==> src/rtl/pwm_tb_pkg.sv <==
// Shared types and constants of the PWM time base.
// Assumes a 16-bit write bus so that every control field fits.
package pwm_tb_pkg;

    typedef enum logic [1:0] {
        CM_UP   = 2'b00,
        CM_DOWN = 2'b01,
        CM_UPDN = 2'b10,
        CM_HOLD = 2'b11
    } cnt_mode_e;

    localparam int HS_W    = 3;
    localparam int CK_W    = 3;
    localparam int MODE_LO = 0;
    localparam int IMM_BIT = 3;
    localparam int HS_LO   = 7;
    localparam int CK_LO   = 10;
    // widest division: (2*(2^HS_W-1)) << (2^CK_W-1)
    localparam int DIV_W   = HS_W + 1 + (2**CK_W) - 1;

    localparam int ADDR_CTRL = 0;
    localparam int ADDR_PRD  = 1;
    localparam int ADDR_CMP0 = 2;

    typedef struct packed {
        cnt_mode_e        mode;
        logic             immed;
        logic [HS_W-1:0]  hs;
        logic [CK_W-1:0]  ck;
    } ctrl_t;

endpackage

==> src/rtl/pwm_tb_regs.sv <==
// Register file: control word, period with shadow copy, compare values.
// Assumes one write per cycle; the shadow transfer strobe comes from the
// counter's zero step.
module pwm_tb_regs
    import pwm_tb_pkg::*;
#(
    parameter int CW   = 16,
    parameter int NCMP = 2,
    parameter int AW   = 2
) (
    input  logic                     clk,
    input  logic                     rst_n,
    input  logic                     wr_en,
    input  logic [AW-1:0]            wr_addr,
    input  logic [CW-1:0]            wr_data,
    input  logic                     xfer,
    output ctrl_t                    ctrl_q,
    output logic                     ctrl_wr,
    output logic [CW-1:0]            prd_act,
    output logic [NCMP-1:0][CW-1:0]  cmp_q
);

    localparam ctrl_t CTRL_RST = '{mode: CM_HOLD, immed: 1'b0, hs: '0, ck: '0};

    logic [CW-1:0] prd_shd;
    logic          prd_wr;

    assign ctrl_wr = wr_en && (wr_addr == AW'(ADDR_CTRL));
    assign prd_wr  = wr_en && (wr_addr == AW'(ADDR_PRD));

    // Control word: decode the fields out of the write data.
    always_ff @(posedge clk) begin
        if (!rst_n) begin
            ctrl_q <= CTRL_RST;
        end else if (ctrl_wr) begin
            ctrl_q.mode  <= cnt_mode_e'(wr_data[MODE_LO +: 2]);
            ctrl_q.immed <= wr_data[IMM_BIT];
            ctrl_q.hs    <= wr_data[HS_LO +: HS_W];
            ctrl_q.ck    <= wr_data[CK_LO +: CK_W];
        end
    end

    // Shadow period: every period write lands here.
    always_ff @(posedge clk) begin
        if (!rst_n) begin
            prd_shd <= '0;
        end else if (prd_wr) begin
            prd_shd <= wr_data;
        end
    end

    // Active period: direct write in immediate mode, else zero-step transfer.
    always_ff @(posedge clk) begin
        if (!rst_n) begin
            prd_act <= '0;
        end else if (prd_wr && ctrl_q.immed) begin
            prd_act <= wr_data;
        end else if (xfer && !ctrl_q.immed) begin
            prd_act <= prd_shd;
        end
    end

    for (genvar i = 0; i < NCMP; i++) begin : g_cmp
        // Compare value i: plain write register.
        always_ff @(posedge clk) begin
            if (!rst_n) begin
                cmp_q[i] <= '0;
            end else if (wr_en && (wr_addr == AW'(ADDR_CMP0 + i))) begin
                cmp_q[i] <= wr_data;
            end
        end
    end

endmodule

==> src/rtl/pwm_tb_prescale.sv <==
// Two-stage clock prescaler: even multiple (or 1) times a power of two.
// Produces a tick in the last clock of each division phase; a restart
// request clears the phase.
module pwm_tb_prescale
    import pwm_tb_pkg::*;
(
    input  logic            clk,
    input  logic            rst_n,
    input  logic            restart,
    input  logic [HS_W-1:0] hs,
    input  logic [CK_W-1:0] ck,
    output logic            tick
);

    logic [DIV_W-1:0] mult;
    logic [DIV_W-1:0] last;
    logic [DIV_W-1:0] pc_q;

    // Division factor minus one for the current codes.
    always_comb begin
        mult = (hs == '0) ? DIV_W'(1) : DIV_W'({hs, 1'b0});
        last = (mult << ck) - DIV_W'(1);
    end

    assign tick = (pc_q == last);

    // Phase counter: wraps after the last clock, cleared on restart.
    always_ff @(posedge clk) begin
        if (!rst_n || restart || tick) begin
            pc_q <= '0;
        end else begin
            pc_q <= pc_q + DIV_W'(1);
        end
    end

endmodule

==> src/rtl/pwm_tb_counter.sv <==
// Time-base counter: up, down, up-down and freeze against the active period.
// Assumes the period may change at any time; out-of-range counts recover
// at the next advance.
module pwm_tb_counter
    import pwm_tb_pkg::*;
#(
    parameter int CW = 16
) (
    input  logic          clk,
    input  logic          rst_n,
    input  logic          tick,
    input  cnt_mode_e     mode,
    input  logic [CW-1:0] prd,
    output logic [CW-1:0] cnt_q,
    output logic          step,
    output logic          dir_down
);

    localparam logic [CW-1:0] ONE = CW'(1);

    logic          ud_q;
    logic [CW-1:0] cnt_d;
    logic          ud_d;

    assign step     = tick && (mode != CM_HOLD);
    assign dir_down = (mode == CM_DOWN) || ((mode == CM_UPDN) && ud_q);

    // Next count and up-down direction for one advance.
    always_comb begin
        cnt_d = cnt_q;
        ud_d  = ud_q;
        if (step) begin
            unique case (mode)
                CM_UP:   cnt_d = (cnt_q >= prd) ? '0 : cnt_q + ONE;
                CM_DOWN: cnt_d = ((cnt_q == '0) || (cnt_q > prd)) ? prd : cnt_q - ONE;
                CM_UPDN: begin
                    if (!ud_q) begin
                        if (cnt_q >= prd) begin
                            ud_d  = 1'b1;
                            cnt_d = (prd == '0) ? '0 : prd - ONE;
                        end else begin
                            cnt_d = cnt_q + ONE;
                        end
                    end else begin
                        if (cnt_q == '0) begin
                            ud_d  = 1'b0;
                            cnt_d = (prd == '0) ? '0 : ONE;
                        end else begin
                            cnt_d = cnt_q - ONE;
                        end
                    end
                end
                default: cnt_d = cnt_q;
            endcase
        end
    end

    // State registers of the counter.
    always_ff @(posedge clk) begin
        if (!rst_n) begin
            cnt_q <= '0;
            ud_q  <= 1'b0;
        end else begin
            cnt_q <= cnt_d;
            ud_q  <= ud_d;
        end
    end

endmodule

==> src/rtl/pwm_tb_match.sv <==
// One compare channel: flags a match on an advancing step, split by direction.
// Purely combinational from registered state.
module pwm_tb_match #(
    parameter int CW = 16
) (
    input  logic [CW-1:0] cnt,
    input  logic [CW-1:0] cmp,
    input  logic          step,
    input  logic          dir_down,
    output logic          hit_up,
    output logic          hit_dn
);

    logic hit;

    // Equality qualified by the advancing step.
    always_comb begin
        hit    = step && (cnt == cmp);
        hit_up = hit && !dir_down;
        hit_dn = hit && dir_down;
    end

endmodule

==> src/rtl/pwm_timebase.sv <==
// Top of the PWM time base: registers, prescaler, counter and compare
// decoders. All outputs are decoded from registered state only.
module pwm_timebase
    import pwm_tb_pkg::*;
#(
    parameter int CW   = 16,
    parameter int NCMP = 2,
    parameter int AW   = $clog2(NCMP + 2)
) (
    input  logic            clk,
    input  logic            rst_n,
    input  logic            wr_en,
    input  logic [AW-1:0]   wr_addr,
    input  logic [CW-1:0]   wr_data,
    output logic [CW-1:0]   count,
    output logic            dir_down,
    output logic            zero_evt,
    output logic            prd_evt,
    output logic [NCMP-1:0] cmp_up,
    output logic [NCMP-1:0] cmp_dn
);

    ctrl_t                   ctrl_s;
    logic                    ctrl_wr_s;
    logic [CW-1:0]           prd_act_s;
    logic [NCMP-1:0][CW-1:0] cmp_s;
    logic                    tick_s;
    logic                    step_s;
    logic [CW-1:0]           cnt_s;

    pwm_tb_regs #(.CW(CW), .NCMP(NCMP), .AW(AW)) u_regs (
        .clk     (clk),
        .rst_n   (rst_n),
        .wr_en   (wr_en),
        .wr_addr (wr_addr),
        .wr_data (wr_data),
        .xfer    (zero_evt),
        .ctrl_q  (ctrl_s),
        .ctrl_wr (ctrl_wr_s),
        .prd_act (prd_act_s),
        .cmp_q   (cmp_s)
    );

    pwm_tb_prescale u_pre (
        .clk     (clk),
        .rst_n   (rst_n),
        .restart (ctrl_wr_s),
        .hs      (ctrl_s.hs),
        .ck      (ctrl_s.ck),
        .tick    (tick_s)
    );

    pwm_tb_counter #(.CW(CW)) u_cnt (
        .clk      (clk),
        .rst_n    (rst_n),
        .tick     (tick_s),
        .mode     (ctrl_s.mode),
        .prd      (prd_act_s),
        .cnt_q    (cnt_s),
        .step     (step_s),
        .dir_down (dir_down)
    );

    assign count    = cnt_s;
    assign zero_evt = step_s && (cnt_s == '0);
    assign prd_evt  = step_s && (cnt_s == prd_act_s);

    for (genvar i = 0; i < NCMP; i++) begin : g_match
        pwm_tb_match #(.CW(CW)) u_match (
            .cnt      (cnt_s),
            .cmp      (cmp_s[i]),
            .step     (step_s),
            .dir_down (dir_down),
            .hit_up   (cmp_up[i]),
            .hit_dn   (cmp_dn[i])
        );
    end

endmodule

==> config.mk <==
export PLATFORM = sky130hd
export DESIGN_NAME = pwm_timebase
export DESIGN_NICKNAME = d
export VERILOG_FILES = /design/src/rtl/pwm_tb_pkg.sv /design/src/rtl/pwm_tb_regs.sv /design/src/rtl/pwm_tb_prescale.sv /design/src/rtl/pwm_tb_counter.sv /design/src/rtl/pwm_tb_match.sv /design/src/rtl/pwm_timebase.sv
export SDC_FILE = /design/constraint.sdc
export NUM_CORES = 1
export LEC_CHECK = 0
export ABC_AREA = 1
export BUFFER_PORTS_ARGS = -buffer_cell sky130_fd_sc_hd__buf_2
export CAP_MARGIN = 20
export CORE_ASPECT_RATIO = 0.75
export CORE_MARGIN = 2
export CORE_UTILIZATION = 47
export DETAILED_ROUTE_END_ITERATION = 6
export PLACE_DENSITY = 0.76
export REMOVE_ABC_BUFFERS = 1
export SLEW_MARGIN = 10
export SYNTH_ARGS = -nofsm -noshare
export SYNTH_HDL_FRONTEND = slang
export SYNTH_SLANG_ARGS = --single-unit
==> constraint.sdc <==
create_clock -name clk -period 3.2 [get_ports clk]
set_input_delay 0.16 -clock clk [delete_from_list [all_inputs] [get_ports clk]]
set_output_delay 0.16 -clock clk [all_outputs]
set_load 0.005 [all_outputs]
; Word level (Yosys, flattened, before mapping)
; Cells that the tools add are included.
[totals]
out_inout_bits = 23
input_bits = 21
elab_cells = 75
reg_bits = 101
[op_classes]
n_mux = 14
n_addsub = 5
n_eq_ne = 10
reduce_logical = 32
shift = 1
order_cmp = 2
[op_table]
columns = op, n
row1 = 16-bit two-way mux, 8
row2 = 16-bit equality test, 3
row3 = 16-bit one-hot mux with 3 select lines, 1
row4 = 16-bit zero test, 2
row5 = 16-bit by 1-bit subtractor with 16-bit output (second input constant), 2
row6 = 16-bit by 1-bit adder with 16-bit output (second input constant), 1
row7 = 16-bit greater-or-equal comparator, 1
row8 = 16-bit greater-than comparator, 1
row9 = 1-bit logical AND, 16
row10 = 11-bit by 1-bit adder with 11-bit output (second input constant), 1
row11 = 11-bit equality test, 1
row12 = 11-bit by 3-bit left shift with 11-bit output, 1
row13 = 11-bit by 1-bit subtractor with 11-bit output (second input constant), 1
row14 = 2-bit equality test (second input constant), 3
row15 = 2-bit by 1-bit equality test with 1-bit output (second input constant), 2
row16 = 2-bit zero test, 2
row17 = 1-bit logical OR, 4
row18 = 1-bit two-way mux, 4
row19 = 4-bit two-way mux, 1
row20 = 2-bit AND reduction, 2
row21 = 1-bit zero test, 3
row22 = 3-bit zero test, 1
row23 = 3-bit nonzero test, 1
row24 = 2-bit inequality test (second input constant), 1
row25 = 2-bit nonzero test, 1

; Longest topological paths before layout
[depth]
depth_word = 10
mapped_depth = 22
ltp_nobuf = 21

; Cells and area by module
; Synthesis repeated with hierarchy kept, for this count alone.
[hier_totals]
hier_cells = 1444
area_unflattened_um2 = 8389.3
[modules_own_cells]
columns = mod, cells_each, n_inst, area_per_inst_um2, seq_area_each_um2
row1 = pwm_tb_counter, 600, 1, 3291.9, 340.3
row2 = pwm_tb_regs, 394, 1, 2849.0, 1461.4
row3 = pwm_tb_prescale, 213, 1, 1281.2, 220.2
row4 = pwm_tb_match, 80, 2, 321.6, 0.0
row5 = pwm_timebase, 77, 1, 324.1, 0.0

; Least setup slack after synthesis
; No wires, ideal clock.
[synth_timing]
path_type = register to output
startpoint = register, netlist name u_regs.ctrl_q[1]
endpoint = output cmp_dn[0]
required_ns = 3.040
setup_slack_ns = 0.621
arrival_time_ns = 2.419
stages_incl_launch_ff = 22
path_buffers = 5
path_cell_list = dfxtp_1 > buf_6 > inv_2 > buf_6 > nand3_2 > inv_2 > nand2_2 > ha_1 > xor2_1 > nand2_1 > nor2_1 > nand3_1 > nor2_1 > nand2_1 > nor2_2 > nand3_2 > nor2_4 > buf_6 > buf_6 > nand3_1 > nor2_1 > buf_4
[synth_via]
elab_chain_cells = 6
[synth_lines]
columns = item, line
row1 = 11-bit by 3-bit left shift with 11-bit output, pwm_tb_prescale.sv:22  ; last = (mult << ck) - DIV_W'(1);
row2 = 11-bit by 1-bit subtractor with 11-bit output, pwm_tb_prescale.sv:22
row3 = 11-bit equality test, pwm_tb_prescale.sv:25  ; assign tick = (pc_q == last);
row4 = 1-bit logical AND, pwm_tb_counter.sv:25  ; assign step = tick && (mode != CM_HOLD);
row5 = 1-bit logical AND, pwm_tb_match.sv:18  ; hit = step && (cnt == cmp);
row6 = 1-bit logical AND, pwm_tb_match.sv:20  ; hit_dn = hit && dir_down;
row7 = "end, declared", pwm_timebase.sv:20  ; output logic [NCMP-1:0] cmp_dn
; Every way passes these cells.

; Worst setup path after layout
[layout_timing]
startpoint = register, netlist name u_regs.ctrl_q[0]
endpoint = output cmp_dn[0]
[layout_via]
elab_chain_cells = 6
[layout_lines]
columns = item, line
row1 = 11-bit by 3-bit left shift with 11-bit output, pwm_tb_prescale.sv:22
row2 = 11-bit by 1-bit subtractor with 11-bit output, pwm_tb_prescale.sv:22
row3 = 11-bit equality test, pwm_tb_prescale.sv:25
row4 = 1-bit logical AND, pwm_tb_counter.sv:25
row5 = 1-bit logical AND, pwm_tb_match.sv:18
row6 = 1-bit logical AND, pwm_tb_match.sv:20
; Every way passes these cells.

==> impl_metrics.py <==
metrics = {
    "clock_tree": {
        "clk_pin_slew_worst_paths_ns": 0.08,
        "cts_buffer_depth": 2,
        "cts_tree": "built",
        "clock_sinks": 101,
        "ctsRootBufferMaster": "clkbuf_16",
        "cts_buffers": 9,
        "hold_buffers": 0,
        "clk_latency_ns": 0.36,
        "cts_htree_levels": 3,
    },
    "detailed_routing": {
        "vias_per_cell": 5.69,
        "routed-wl-met3_mm": 2.89,
        "drt_iter0_drc": 1124,
        "wl_met2_mm": 9.20,
        "routed_wl_mm": 23.5,
        "remaining_drc_errors": 0,
        "wire_per_inst_um": 16.7,
        "wl_met1_mm": 11.0,
        "ant_nets": 0,
        "vias": 7967,
        "dr.max_layer_used": "met4",
        "drt-pass1-iter-count": 7,
    },
    "timing": {
        "maxSlewViolCount": 0,
        "max_slew_margin": 0.333,
        "setup-tns-final_ns": 0,
        "fmax_mhz": 328,
        "fin_worst_skew_ns": 0.00881,
        "worst-slew-pin-transition_ns": 1.00,
        "finalHoldWorstSlack_ns": 0.0747,
        "setup_viol": 0,
        "post-route-min-period_ns": 3.05,
        "fin_crit_sh": 0.952,
        "hold_violations": 0,
    },
    "critical_path": {
        "reg2regPathDepth": 21,
        "crit_type": "flip-flop to primary output",
        "critical_path_required_ns": 3.04,
        "crit_fanout": 7,
        "critPathArrivalTime_ns": 2.89,
        "critPathCaptureType": "primary output",
        "start_kind": "flip-flop",
    },
    "min_path": {
        "min_path_cells": 3,
        "worstHoldPathType": "primary input to flip-flop",
    },
    "floorplanning": {
        "rows": 39,
        "start_util": 0.479,
        "die_y_um": 112,
        "io_pins": 44,
        "die-area_sq_um": 16500,
        "die_w_um": 148,
        "placeableCoreArea_sq_um": 15200,
    },
    "synthesis": {
        "yosysSeqAreaShare": 0.278,
        "syn_area_sq_um": 7260,
        "ys_ff_latch": 101,
        "syn_inst": 1162,
        "synth_edf_count": 0,
        "avgSynthCellArea_sq_um": 6.25,
        "synth_warnings": 0,
        "synth.distinct_cells": 36,
        "ys_async_sr_fraction": 0,
        "synth_flop_cell": "dfxtp_1",
    },
    "pwr": {
        "power_density_nw_per_um2": 399,
        "vdd_drop_max_v": 0.000303,
        "p_leak_nw": 3.75,
    },
    "place": {
        "gp_congestion": 1.00,
        "dpl.hpwl_mm": 17.1,
        "port_buffers": 43,
    },
    "grt": {
        "globalRouteOverflowTotal": 0,
        "grt_max_degree": 59,
        "antenna_found_initial": 0,
        "grt_pass1_vias": 6955,
        "grt_use_total": 0.279,
        "grt_pass1_wl_mm": 36.6,
    },
    "cells_and_area": {
        "nets": 1236,
        "drive_above_1_share": 0.116,
        "diodes": 0,
        "area_growth_pct": 12.0,
        "nFillCells": 1489,
    },
    "flow_run": {
        "cap_violations": 0,
    },
    "outcome": {
        "status": "finished, final reports clean",
    },
}
power breakdown:
part	internal, mW	total [mW]	switching (mW)
logic	0.257	0.775	0.517
clock network	0.553	1.13	0.572
registers	1.30	1.34	0.0402
state kept, by name, summed over array words and instances (netlist names):
| name | cells |
|---|---|
| u_cnt.cnt_q | 16 |
| u_cnt.ud_q | 1 |
| u_pre.pc_q | 11 |
| u_regs.cmp_q | 32 |
| u_regs.ctrl_q | 9 |
| u_regs.prd_act | 16 |
| u_regs.prd_shd | 16 |
routing by layer:
metal	up-vias	track usage
li1	3876	-
met1	3591	0.434
met2	458	0.371
met3	42	0.0787
met4	0	0.0712
met5	-	0
worst max-delay path, cell delays in order (launching register included):
cell	delay [ns]
dfxtp_4	0.37
inv_2	0.06
nor2_2	0.11
nand2_2	0.07
nand2_2	0.11
nand3_4	0.10
ha_4	0.29
xor2_1	0.13
nand2_1	0.06
nor2_1	0.09
nand3_1	0.08
nor2_1	0.09
nand2_1	0.07
nor2_2	0.09
nand3_2	0.10
nor2_4	0.19
buf_12	0.16
nand3_1	0.10
nor2_1	0.12
buf_2	0.12
per-stage QoR:
stage | utilization | area, sq um | std cells | setup slack [ns] | total power [mW]
after floorplan | - | 6960 | 1099 | 0.289 | 1.87
after global placement | 0.504 | 7650 | 1377 | 0.354 | 2.09
after detailed placement | 0.504 | 7650 | 1377 | 0.239 | 2.10
after CTS | 0.525 | 7970 | 1393 | 0.00861 | 3.21
after global routing | 0.536 | 8140 | 1401 | -0.0342 | 3.39
final | 0.536 | 8140 | 1401 | 0.153 | 3.24
cells in the final DEF (no fill, tap or decap), types with 6 or more instances in the layout:
cell type,count
a21oi_1,77
buf_2,43
buf_4,34
clkbuf_16,10
dfxtp_1,98
ha_1,23
inv_1,114
nand2_1,247
nand2_2,7
nand3_1,100
nand3_2,7
nand4_1,19
nor2_1,154
nor2_2,6
nor3_1,16
nor4_1,6
o2111ai_1,7
o211ai_1,27
o21ai_0,104
o21ai_1,6
xnor2_1,15
xor2_1,33
path summary, 6_finish.rpt:
| path | from | to | slack, ns |
|---|---|---|---|
| max | u_regs.ctrl_q[0] | cmp_dn[0] | 0.15 |
| min | wr_data[13] | u_regs.prd_shd[13] | 0.07 |
| max reg2reg | u_regs.ctrl_q[0] | u_cnt.cnt_q[4] | 0.36 |
| min reg2reg | u_regs.prd_shd[14] | u_regs.prd_shd[14] | 0.45 |
what timing repair did:
item                                    CTS  global route
buffers inserted                          0             6
resized for setup                         5            18
gates cloned                              0             1
pin swaps                                 0             6
endpoints found under the setup margin    6             6
Yosys cell counts (2+ instances only):
library cell / number / share of area
a21oi_1: 77 / 0.053
o21ai_1: 6 / 0.0041
o21a_1: 2 / 0.0021
nor2_4: 3 / 0.0047
buf_1: 2 / 0.0010
clkinv_1: 3 / 0.0016
o211ai_1: 27 / 0.028
nand2_1: 248 / 0.13
o2111ai_1: 7 / 0.0084
xor2_1: 33 / 0.040
nand3_1: 101 / 0.070
nand2_2: 7 / 0.0060
inv_2: 6 / 0.0031
nand4_1: 19 / 0.016
nor4_1: 6 / 0.0052
nor2_1: 158 / 0.082
nand3_2: 7 / 0.0096
or2_2: 2 / 0.0017
dfxtp_1: 101 / 0.28
ha_1: 24 / 0.041
nor3_1: 16 / 0.011
xnor2_1: 15 / 0.018
o221ai_1: 3 / 0.0036
o21ai_0: 104 / 0.072
clkbuf_1: 46 / 0.024
buf_6: 6 / 0.0093
nor2_2: 4 / 0.0034
buf_4: 5 / 0.0052
inv_1: 114 / 0.059
buf_2: 4 / 0.0028
kinds of logic (layout without fill, tap and decap cells):
family | after synthesis | count (layout) | synth area share
XOR/XNOR | 48 | 48 | 0.0579
AND/OR/NAND/NOR | 577 | 577 | 0.346
AO/OA/AOI/OAI | 226 | 226 | 0.171
flip-flops | 101 | 101 | 0.278
buffers and inverters | 186 | 220 | 0.106
adder cells (fa/ha/maj) | 24 | 24 | 0.0414
cell type report:
class                   instances  area (sq um)  share of cell area
flip-flops and latches        101          2030               0.250
well taps                     205           256              0.0315
clock inverters                 7          77.6             0.00954
multi-input cells             875          4530               0.556
inverters                     123           467              0.0574
clock buffers                   9           225              0.0277
repair buffers                 81           551              0.0677
Note: power is estimated with default switching activity, not from simulation.
